**src/rtl/dma_csr_pkg.sv**
```systemverilog
package dma_csr_pkg;
  // word addresses (byte offset >> 2)
  localparam int unsigned A_CTRL0   = 'h00;
  localparam int unsigned A_IRQ     = 'h04;
  localparam int unsigned A_ERR     = 'h08;
  localparam int unsigned A_CHCTL   = 'h0C;
  localparam int unsigned OFS_SET   = 1;
  localparam int unsigned OFS_CLR   = 2;
  localparam int unsigned A_CH_NXT  = 'h44;
  localparam int unsigned A_CH_BUF  = 'h4C;
  localparam int unsigned A_CH_SEMA = 'h50;
  localparam int unsigned A_CH_DBG  = 'h54;
  localparam int unsigned CH_STRIDE = 'h1C;
  localparam int unsigned HI_OFS    = 16;
  localparam int unsigned BURST_BIT = 28;
  localparam int unsigned BURST8_BIT = 29;
  localparam logic [3:0]  ST_RD_FLUSH = 4'h8;

  typedef struct packed {
    logic plain;
    logic set;
    logic clr;
  } alias_wr_t;

  function automatic alias_wr_t alias_hit(input int unsigned a, input int unsigned base,
                                          input logic wr);
    alias_wr_t r;
    r.plain = wr && (a == base);
    r.set   = wr && (a == base + OFS_SET);
    r.clr   = wr && (a == base + OFS_CLR);
    return r;
  endfunction
endpackage

```
**src/rtl/dma_csr_alias_reg.sv**
```systemverilog
module dma_csr_alias_reg
  import dma_csr_pkg::*;
#(
  parameter int unsigned W = 32,
  parameter logic [W-1:0] WMASK = '1
) (
  input  logic         clk_i,
  input  logic         rst_ni,
  input  alias_wr_t    wr_i,
  input  logic [W-1:0] wdata_i,
  input  logic [W-1:0] hw_clr_i,
  input  logic [W-1:0] hw_set_i,
  output logic [W-1:0] q_o
);
  logic [W-1:0] q_q, sw_d, nxt_d;

  always_comb begin
    sw_d = q_q;
    if (wr_i.plain)    sw_d = wdata_i;
    else if (wr_i.set) sw_d = q_q | wdata_i;
    else if (wr_i.clr) sw_d = q_q & ~wdata_i;
    // hardware set wins over any software clear
    nxt_d = (((sw_d & WMASK) & ~hw_clr_i) | hw_set_i) & WMASK;
  end

  always_ff @(posedge clk_i or negedge rst_ni) begin
    if (!rst_ni) q_q <= '0;
    else         q_q <= nxt_d;
  end

  assign q_o = q_q;
endmodule

```
**src/rtl/dma_csr_chan_win.sv**
```systemverilog
module dma_csr_chan_win
  import dma_csr_pkg::*;
#(
  parameter int unsigned ADDR_W = 10,
  parameter int unsigned CH     = 0,
  parameter int unsigned SEMA_W = 8
) (
  input  logic              clk_i,
  input  logic              rst_ni,
  input  logic              wr_i,
  input  logic [ADDR_W-1:0] addr_i,
  input  logic [31:0]       wdata_i,
  input  logic [31:0]       buf_addr_i,
  input  logic [3:0]        state_i,
  input  logic              sema_dec_i,
  output logic [31:0]       nxt_ptr_o,
  output logic              sema_nz_o,
  output logic [31:0]       rdata_o
);
  localparam int unsigned NXT_A  = A_CH_NXT  + CH * CH_STRIDE;
  localparam int unsigned BUF_A  = A_CH_BUF  + CH * CH_STRIDE;
  localparam int unsigned SEMA_A = A_CH_SEMA + CH * CH_STRIDE;
  localparam int unsigned DBG_A  = A_CH_DBG  + CH * CH_STRIDE;
  localparam logic [SEMA_W:0] SEMA_MAX = {1'b0, {SEMA_W{1'b1}}};

  int unsigned a;
  logic [31:0]       nxt_q;
  logic [SEMA_W-1:0] sema_q;
  logic [SEMA_W:0]   sema_sum;

  assign a = 32'(addr_i);

  always_comb begin
    sema_sum = {1'b0, sema_q};
    if (wr_i && a == SEMA_A) sema_sum = sema_sum + {1'b0, wdata_i[SEMA_W-1:0]};
    if (sema_dec_i && sema_sum != '0) sema_sum = sema_sum - 1'b1;
    if (sema_sum > SEMA_MAX) sema_sum = SEMA_MAX;
  end

  always_ff @(posedge clk_i or negedge rst_ni) begin
    if (!rst_ni) begin
      nxt_q  <= '0;
      sema_q <= '0;
    end else begin
      if (wr_i && a == NXT_A) nxt_q <= wdata_i;
      sema_q <= sema_sum[SEMA_W-1:0];
    end
  end

  always_comb begin
    rdata_o = '0;
    if (a == NXT_A)       rdata_o = nxt_q;
    else if (a == BUF_A)  rdata_o = buf_addr_i;
    else if (a == SEMA_A) rdata_o = 32'(sema_q);
    else if (a == DBG_A)  rdata_o = 32'(state_i);
  end

  assign nxt_ptr_o = nxt_q;
  assign sema_nz_o = |sema_q;
endmodule

```
**src/rtl/dma_csr_bank.sv**
```systemverilog
module dma_csr_bank
  import dma_csr_pkg::*;
#(
  parameter int unsigned NUM_CH = 16,  // at most 16: bit n / bit 16+n layout
  parameter int unsigned ADDR_W = 10,
  parameter int unsigned SEMA_W = 8
) (
  input  logic                 clk_i,
  input  logic                 rst_ni,
  input  logic                 req_i,
  input  logic                 we_i,
  input  logic [ADDR_W-1:0]    addr_i,
  input  logic [31:0]          wdata_i,
  output logic [31:0]          rdata_o,
  input  logic [NUM_CH-1:0]    cmpl_evt_i,
  input  logic [NUM_CH-1:0]    err_evt_i,
  input  logic [NUM_CH-1:0]    bus_err_i,
  input  logic [NUM_CH*4-1:0]  ch_state_i,
  input  logic [NUM_CH-1:0]    rst_done_i,
  input  logic [NUM_CH-1:0]    sema_dec_i,
  input  logic [NUM_CH*32-1:0] buf_addr_i,
  output logic [NUM_CH-1:0]    irq_o,
  output logic [NUM_CH-1:0]    freeze_o,
  output logic [NUM_CH-1:0]    ch_rst_o,
  output logic                 burst_en_o,
  output logic                 burst8_en_o,
  output logic [NUM_CH*32-1:0] nxt_ptr_o,
  output logic [NUM_CH-1:0]    sema_nz_o
);
  localparam logic [31:0] LO_MASK   = (33'h1 << NUM_CH) - 1;
  localparam logic [31:0] PAIR_MASK = LO_MASK | (LO_MASK << HI_OFS);
  localparam logic [31:0] CTRL_MASK = (32'h1 << BURST_BIT) | (32'h1 << BURST8_BIT);

  logic        wr;
  int unsigned a;
  alias_wr_t   wr_ctrl, wr_irq, wr_err, wr_chctl;
  logic [31:0] ctrl_q, irq_q, err_q, chctl_q;
  logic [31:0] irq_set, err_set, err_clr, chctl_clr;
  logic [31:0] ch_rd [NUM_CH];
  logic [31:0] ch_rd_or, glob_rd;

  assign wr = req_i & we_i;
  assign a  = 32'(addr_i);

  assign wr_ctrl  = alias_hit(a, A_CTRL0, wr);
  assign wr_irq   = alias_hit(a, A_IRQ,   wr);
  assign wr_err   = alias_hit(a, A_ERR,   wr);
  assign wr_chctl = alias_hit(a, A_CHCTL, wr);

  always_comb begin
    irq_set   = 32'(cmpl_evt_i);
    err_set   = 32'(err_evt_i) | (32'(err_evt_i & bus_err_i) << HI_OFS);
    err_clr   = 32'(err_evt_i & ~bus_err_i) << HI_OFS;
    chctl_clr = 32'(rst_done_i) << HI_OFS;
  end

  dma_csr_alias_reg #(.W(32), .WMASK(CTRL_MASK)) u_ctrl (
    .clk_i, .rst_ni, .wr_i(wr_ctrl), .wdata_i,
    .hw_clr_i('0), .hw_set_i('0), .q_o(ctrl_q));

  dma_csr_alias_reg #(.W(32), .WMASK(PAIR_MASK)) u_irq (
    .clk_i, .rst_ni, .wr_i(wr_irq), .wdata_i,
    .hw_clr_i('0), .hw_set_i(irq_set), .q_o(irq_q));

  dma_csr_alias_reg #(.W(32), .WMASK(PAIR_MASK)) u_err (
    .clk_i, .rst_ni, .wr_i(wr_err), .wdata_i,
    .hw_clr_i(err_clr), .hw_set_i(err_set), .q_o(err_q));

  dma_csr_alias_reg #(.W(32), .WMASK(PAIR_MASK)) u_chctl (
    .clk_i, .rst_ni, .wr_i(wr_chctl), .wdata_i,
    .hw_clr_i(chctl_clr), .hw_set_i('0), .q_o(chctl_q));

  for (genvar n = 0; n < NUM_CH; n++) begin : g_ch
    dma_csr_chan_win #(.ADDR_W(ADDR_W), .CH(n), .SEMA_W(SEMA_W)) u_win (
      .clk_i, .rst_ni,
      .wr_i       (wr),
      .addr_i,
      .wdata_i,
      .buf_addr_i (buf_addr_i[n*32 +: 32]),
      .state_i    (ch_state_i[n*4 +: 4]),
      .sema_dec_i (sema_dec_i[n]),
      .nxt_ptr_o  (nxt_ptr_o[n*32 +: 32]),
      .sema_nz_o  (sema_nz_o[n]),
      .rdata_o    (ch_rd[n]));

    assign ch_rst_o[n] = chctl_q[HI_OFS+n] && (ch_state_i[n*4 +: 4] != ST_RD_FLUSH);
  end

  always_comb begin
    ch_rd_or = '0;
    for (int n = 0; n < NUM_CH; n++) ch_rd_or |= ch_rd[n];
  end

  // globals occupy words 0..15; alias slot 3 of each group is unmapped
  always_comb begin
    glob_rd = '0;
    if (addr_i[ADDR_W-1:4] == '0 && addr_i[1:0] != 2'd3) begin
      case (addr_i[3:2])
        2'd0:    glob_rd = ctrl_q;
        2'd1:    glob_rd = irq_q;
        2'd2:    glob_rd = err_q;
        default: glob_rd = chctl_q;
      endcase
    end
  end

  assign rdata_o     = glob_rd | ch_rd_or;
  assign irq_o       = (irq_q[NUM_CH-1:0] & irq_q[HI_OFS +: NUM_CH]) | err_q[NUM_CH-1:0];
  assign freeze_o    = chctl_q[NUM_CH-1:0];
  assign burst_en_o  = ctrl_q[BURST_BIT];
  assign burst8_en_o = ctrl_q[BURST8_BIT];
endmodule

```
**config.mk**
```make
export PLATFORM = sky130hd
export DESIGN_NAME = dma_csr_bank
export DESIGN_NICKNAME = d
export VERILOG_FILES = /design/src/rtl/dma_csr_pkg.sv /design/src/rtl/dma_csr_alias_reg.sv /design/src/rtl/dma_csr_chan_win.sv /design/src/rtl/dma_csr_bank.sv
export SDC_FILE = /design/constraint.sdc
export NUM_CORES = 2
export LEC_CHECK = 0
export BUFFER_PORTS_ARGS = -buffer_cell sky130_fd_sc_hd__buf_4
export CAP_MARGIN = 20
export CELL_PAD_IN_SITES_DETAIL_PLACEMENT = 0
export CELL_PAD_IN_SITES_GLOBAL_PLACEMENT = 1
export CORE_AREA = 4 4 505 507
export DETAILED_ROUTE_END_ITERATION = 7
export DIE_AREA = 0 0 509 511
export PLACE_DENSITY_LB_ADDON = 0.1
export SETUP_SLACK_MARGIN = 0.2
export SLEW_MARGIN = 20
export SYNTH_ARGS = -nofsm -noshare
export SYNTH_HDL_FRONTEND = slang
export SYNTH_SLANG_ARGS = --single-unit
export TNS_END_PERCENT = 50
```
**constraint.sdc**
```tcl
create_clock -name clk_i -period 4.8 [get_ports clk_i]
set_input_delay 0.96 -clock clk_i [delete_from_list [all_inputs] [get_ports clk_i]]
set_output_delay 0.96 -clock clk_i [all_outputs]
set_load 0.005 [all_outputs]
```
==> impl_metrics.yaml <==
timing:
  fin_crit_sh_pct: 101
  whs_ns: 0.187
  fin_worst_skew_ns: 0.0183
  maxSlewHeadroom_pct: 19.6
  slew_viol_final: 0
  rsz0062_at_grt: "yes"
  fmax_mhz: 207
  period_needed_ns: 4.83
  worstMarginPinSlew_ns: 1.21
  fin_ws_ns: -0.0314
  setup_viol: 1
  hold_viol: 0
synth:
  synth_cell_types: 105
  yosysWarnings: 0
  seq_area_frac_synth_pct: 38.9
  ys.flop_type: "dfrtp_1"
  ys_ff_latch: 738
  yosysMostFrequentCell: "dfrtp_1"
  synth.largest_area_cell: "dfrtp_1"
  synth.net_count: 5602
  async_flop_share_pct: 100
  synth-edff-count: 0
  synth.area.top_cells: "dfrtp_1 39%, mux2_2 14%, a22oi_1 6.5%, ha_1 3.8%, nand2_1 2.8%"
  synth_common_cells: "738 x dfrtp_1, 580 x mux2_2, 409 x a22oi_1"
  syn_area_per_cell_um2: 10.0
  syn_area_mm2: 0.0475
  synth_top_area_share_pct: 38.9
  synth_cells: 4740
clock_tree:
  clk_pin_slew_worst_paths_ns: 0.06
  cts_root_buf: "clkbuf_16"
  cts_tree: "built"
  clk-insertion-delay-late_ns: 0.76
  clock_path_buffers: 3
  clock_sinks: 738
  cts_buffers: 104
  h-tree-depth: 3
detailed_routing:
  drtIter0Drc: 6019
  drc: 0
  post_drt_via_cell_ratio: 5.44
  routed_wl_um: 469000
  num_vias: 54300
  routedWlPerCell_um: 47.0
  ant_nets: 0
  drt-pass1-iter-count: 6
die:
  initial_core_util_pct: 19.0
  row_count: 184
  io_pins: 1312
  dieWidth_um: 509
  core_mm2: 0.250
  die_y_um: 511
  design.die.area_mm2: 0.260
power_and_ir_drop:
  p_leak_nw: 33.7
  ir_drop_uv: 295
  power.total_w: 0.0250
  power_density_mw_per_mm2: 347
worst_setup_path:
  r2r_start: "g_ch[0].u_win.sema_q[0]$_DFF_PN0_"
  path_cells: "buf_12, buf_8, nor4b_4, buf_4, nand2_4, buf_12, buf_6, nor2_4, buf_12, buf_12, buf_6, a22oi_2, nand4_1, nor2_1, nand4_1, buf_4"
  endpoint_kind: "output pin"
  max_stage_delay_ns: 0.70
  cpLargestDelayFamily: "buffers and inverters"
  path_common_cell: "buf_12"
  criticalPathCategory: "input pin to output pin"
  worstPathArrival_ns: 3.87
  worst-path-buf-inv: 9
  cp_max_fo: 7
  worstSetupStartpointType: "input pin"
  crit_required_ns: 3.84
  startpoint: "addr_i[0]"
  slowest_stage: "nand4_1"
run_status:
  outcome: "complete, but fails checks"
  violations: "negative setup slack"
place:
  hpwl_um: 380000
  dp.cells: 9619
  pre_cts_ws_ns: -0.772
  port_buffers: 1311
  gp_congestion: 0.985
  place_area_mm2: 0.0659
global_routing:
  grt_pass1_wl_um: 592000
  antenna_found_initial: 101
  grt_use_total_pct: 34.6
  grt_pass1_vias: 52700
  gr-total-overflow: 0
  grt_max_degree: 124
worst_hold_path:
  min_path_type: "input pin to asynchronous set/reset pin"
cells_and_area:
  area_growth_pct: 51.3
  final_cells: 9978
  drive_gt1_share_pct: 46.0
  nNetsFinal: 7358
  design_area_mm2: 0.0719
flow_run:
  cap_violations: 0
[what timing repair did]
action / 4_1_cts / 5_1_grt
cloned: 3 / 1
setup endpoints to repair: 30 / 23
gates resized for setup: 228 / 33
hold buffers: 0 / 0
setup buffers: 89 / 26
pin swaps: 55 / 23
[final timing paths]
kind | end | slack [ns] | depth (start not counted)
setup / recovery | rdata_o[23] | -0.03 | 16
hold / removal | g_ch[1].u_win.nxt_ptr_o[2]$_DFFE_PN0P_ | 0.19 | 1
setup reg to reg | g_ch[0].u_win.sema_q[7]$_DFF_PN0_ | 1.07 | 11
hold reg to reg | u_err.q_o[13]$_DFF_PN0_ | 0.53 | 2
max in group asynchronous | g_ch[1].u_win.nxt_ptr_o[21]$_DFFE_PN0P_ | 3.33 | 2
min in group clk_i | u_chctl.q_o[25]$_DFF_PN0_ | 0.34 | 2
[report_power, final]
part | internal [W] | total [W] | switching, W
registers | 0.00680 | 0.00826 | 0.00146
logic | 0.00357 | 0.00833 | 0.00476
clock network | 0.00485 | 0.00836 | 0.00351
total | 0.0152 | 0.0250 | 0.00973
[worst reg2reg max path: stages (launching register included)]
cell and delay, ns:
dfrtp_1 0.56, ha_1 0.34, fa_1 0.43, a211oi_1 0.33, o21bai_1 0.16, a21o_1 0.23, a221o_1 0.33, or3_4 0.38
o41ai_4 0.41, buf_4 0.20, nor4_1 0.04, o21ai_0 0.21
[flip-flops by register name, summed over array words and instances, names as in the netlist, named ones only]
register / flops
g_ch.u_win.nxt_ptr_o: 512
u_chctl.q_o: 32
g_ch.u_win.sema_q: 128
u_irq.q_o: 32
u_err.q_o: 16
[cells in the final DEF (no fill, tap or decap), types with 37 or more instances in the layout]
| cell | n |
|---|---|
| nor2_1 | 186 |
| o31ai_1 | 41 |
| nor3_1 | 91 |
| a22oi_2 | 40 |
| ha_1 | 144 |
| o21ai_0 | 172 |
| a21o_1 | 57 |
| a22oi_1 | 369 |
| mux2i_1 | 95 |
| inv_1 | 87 |
| clkbuf_16 | 105 |
| nand3_1 | 119 |
| a211oi_1 | 53 |
| a221oi_1 | 92 |
| diode_2 | 48 |
| nor4_1 | 44 |
| mux2_2 | 580 |
| xnor2_1 | 43 |
| nand4_1 | 87 |
| a21oi_1 | 160 |
| buf_12 | 98 |
| a31oi_1 | 53 |
| buf_6 | 44 |
| dfrtp_1 | 736 |
| nand2_1 | 322 |
| o211ai_1 | 37 |
| buf_4 | 1842 |
| a22o_1 | 80 |
[final cells by class]
type                       instances  area [µm²]
clock buffer                     156        3110
tap                             3348        4190
antenna                           48         120
clock inverter                    36         464
timing repair buffer            2008       16800
inverter                          87         327
multi-input combinational       3557       28400
sequential                       738       18500
fill                           26800      179000
[cell families after synthesis]
kind of cell             synth area share [%]
AO/OA/AOI/OAI                            22.6
multiplexers                             15.9
buffers and inverters                    3.93
adder cells (fa/ha/maj)                  4.47
flip-flops                               38.9
XOR/XNOR                                 1.36
AND/OR/NAND/NOR                          12.9
[metrics by stage]
step | setup TNS (ns) | util (%)
global route | 0 | 28.7
CTS | 0 | 28.5
finish | -0.0314 | 28.7
floorplan | 0 | -
global placement | -7.07 | 26.3
detailed placement | -6.92 | 26.3
[layer usage]
metal	wire (µm)	part of all wire, %	track usage (%)	up-vias
met4	25300	5.4	15.5	30
met3	34900	7.4	8.28	584
li1	-	-	-	22100
met1	200000	43	45.3	28800
met5	196	0.042	0	-
met2	208000	44	53.7	2827
No activity file was read; power rests on OpenSTA's default activity.
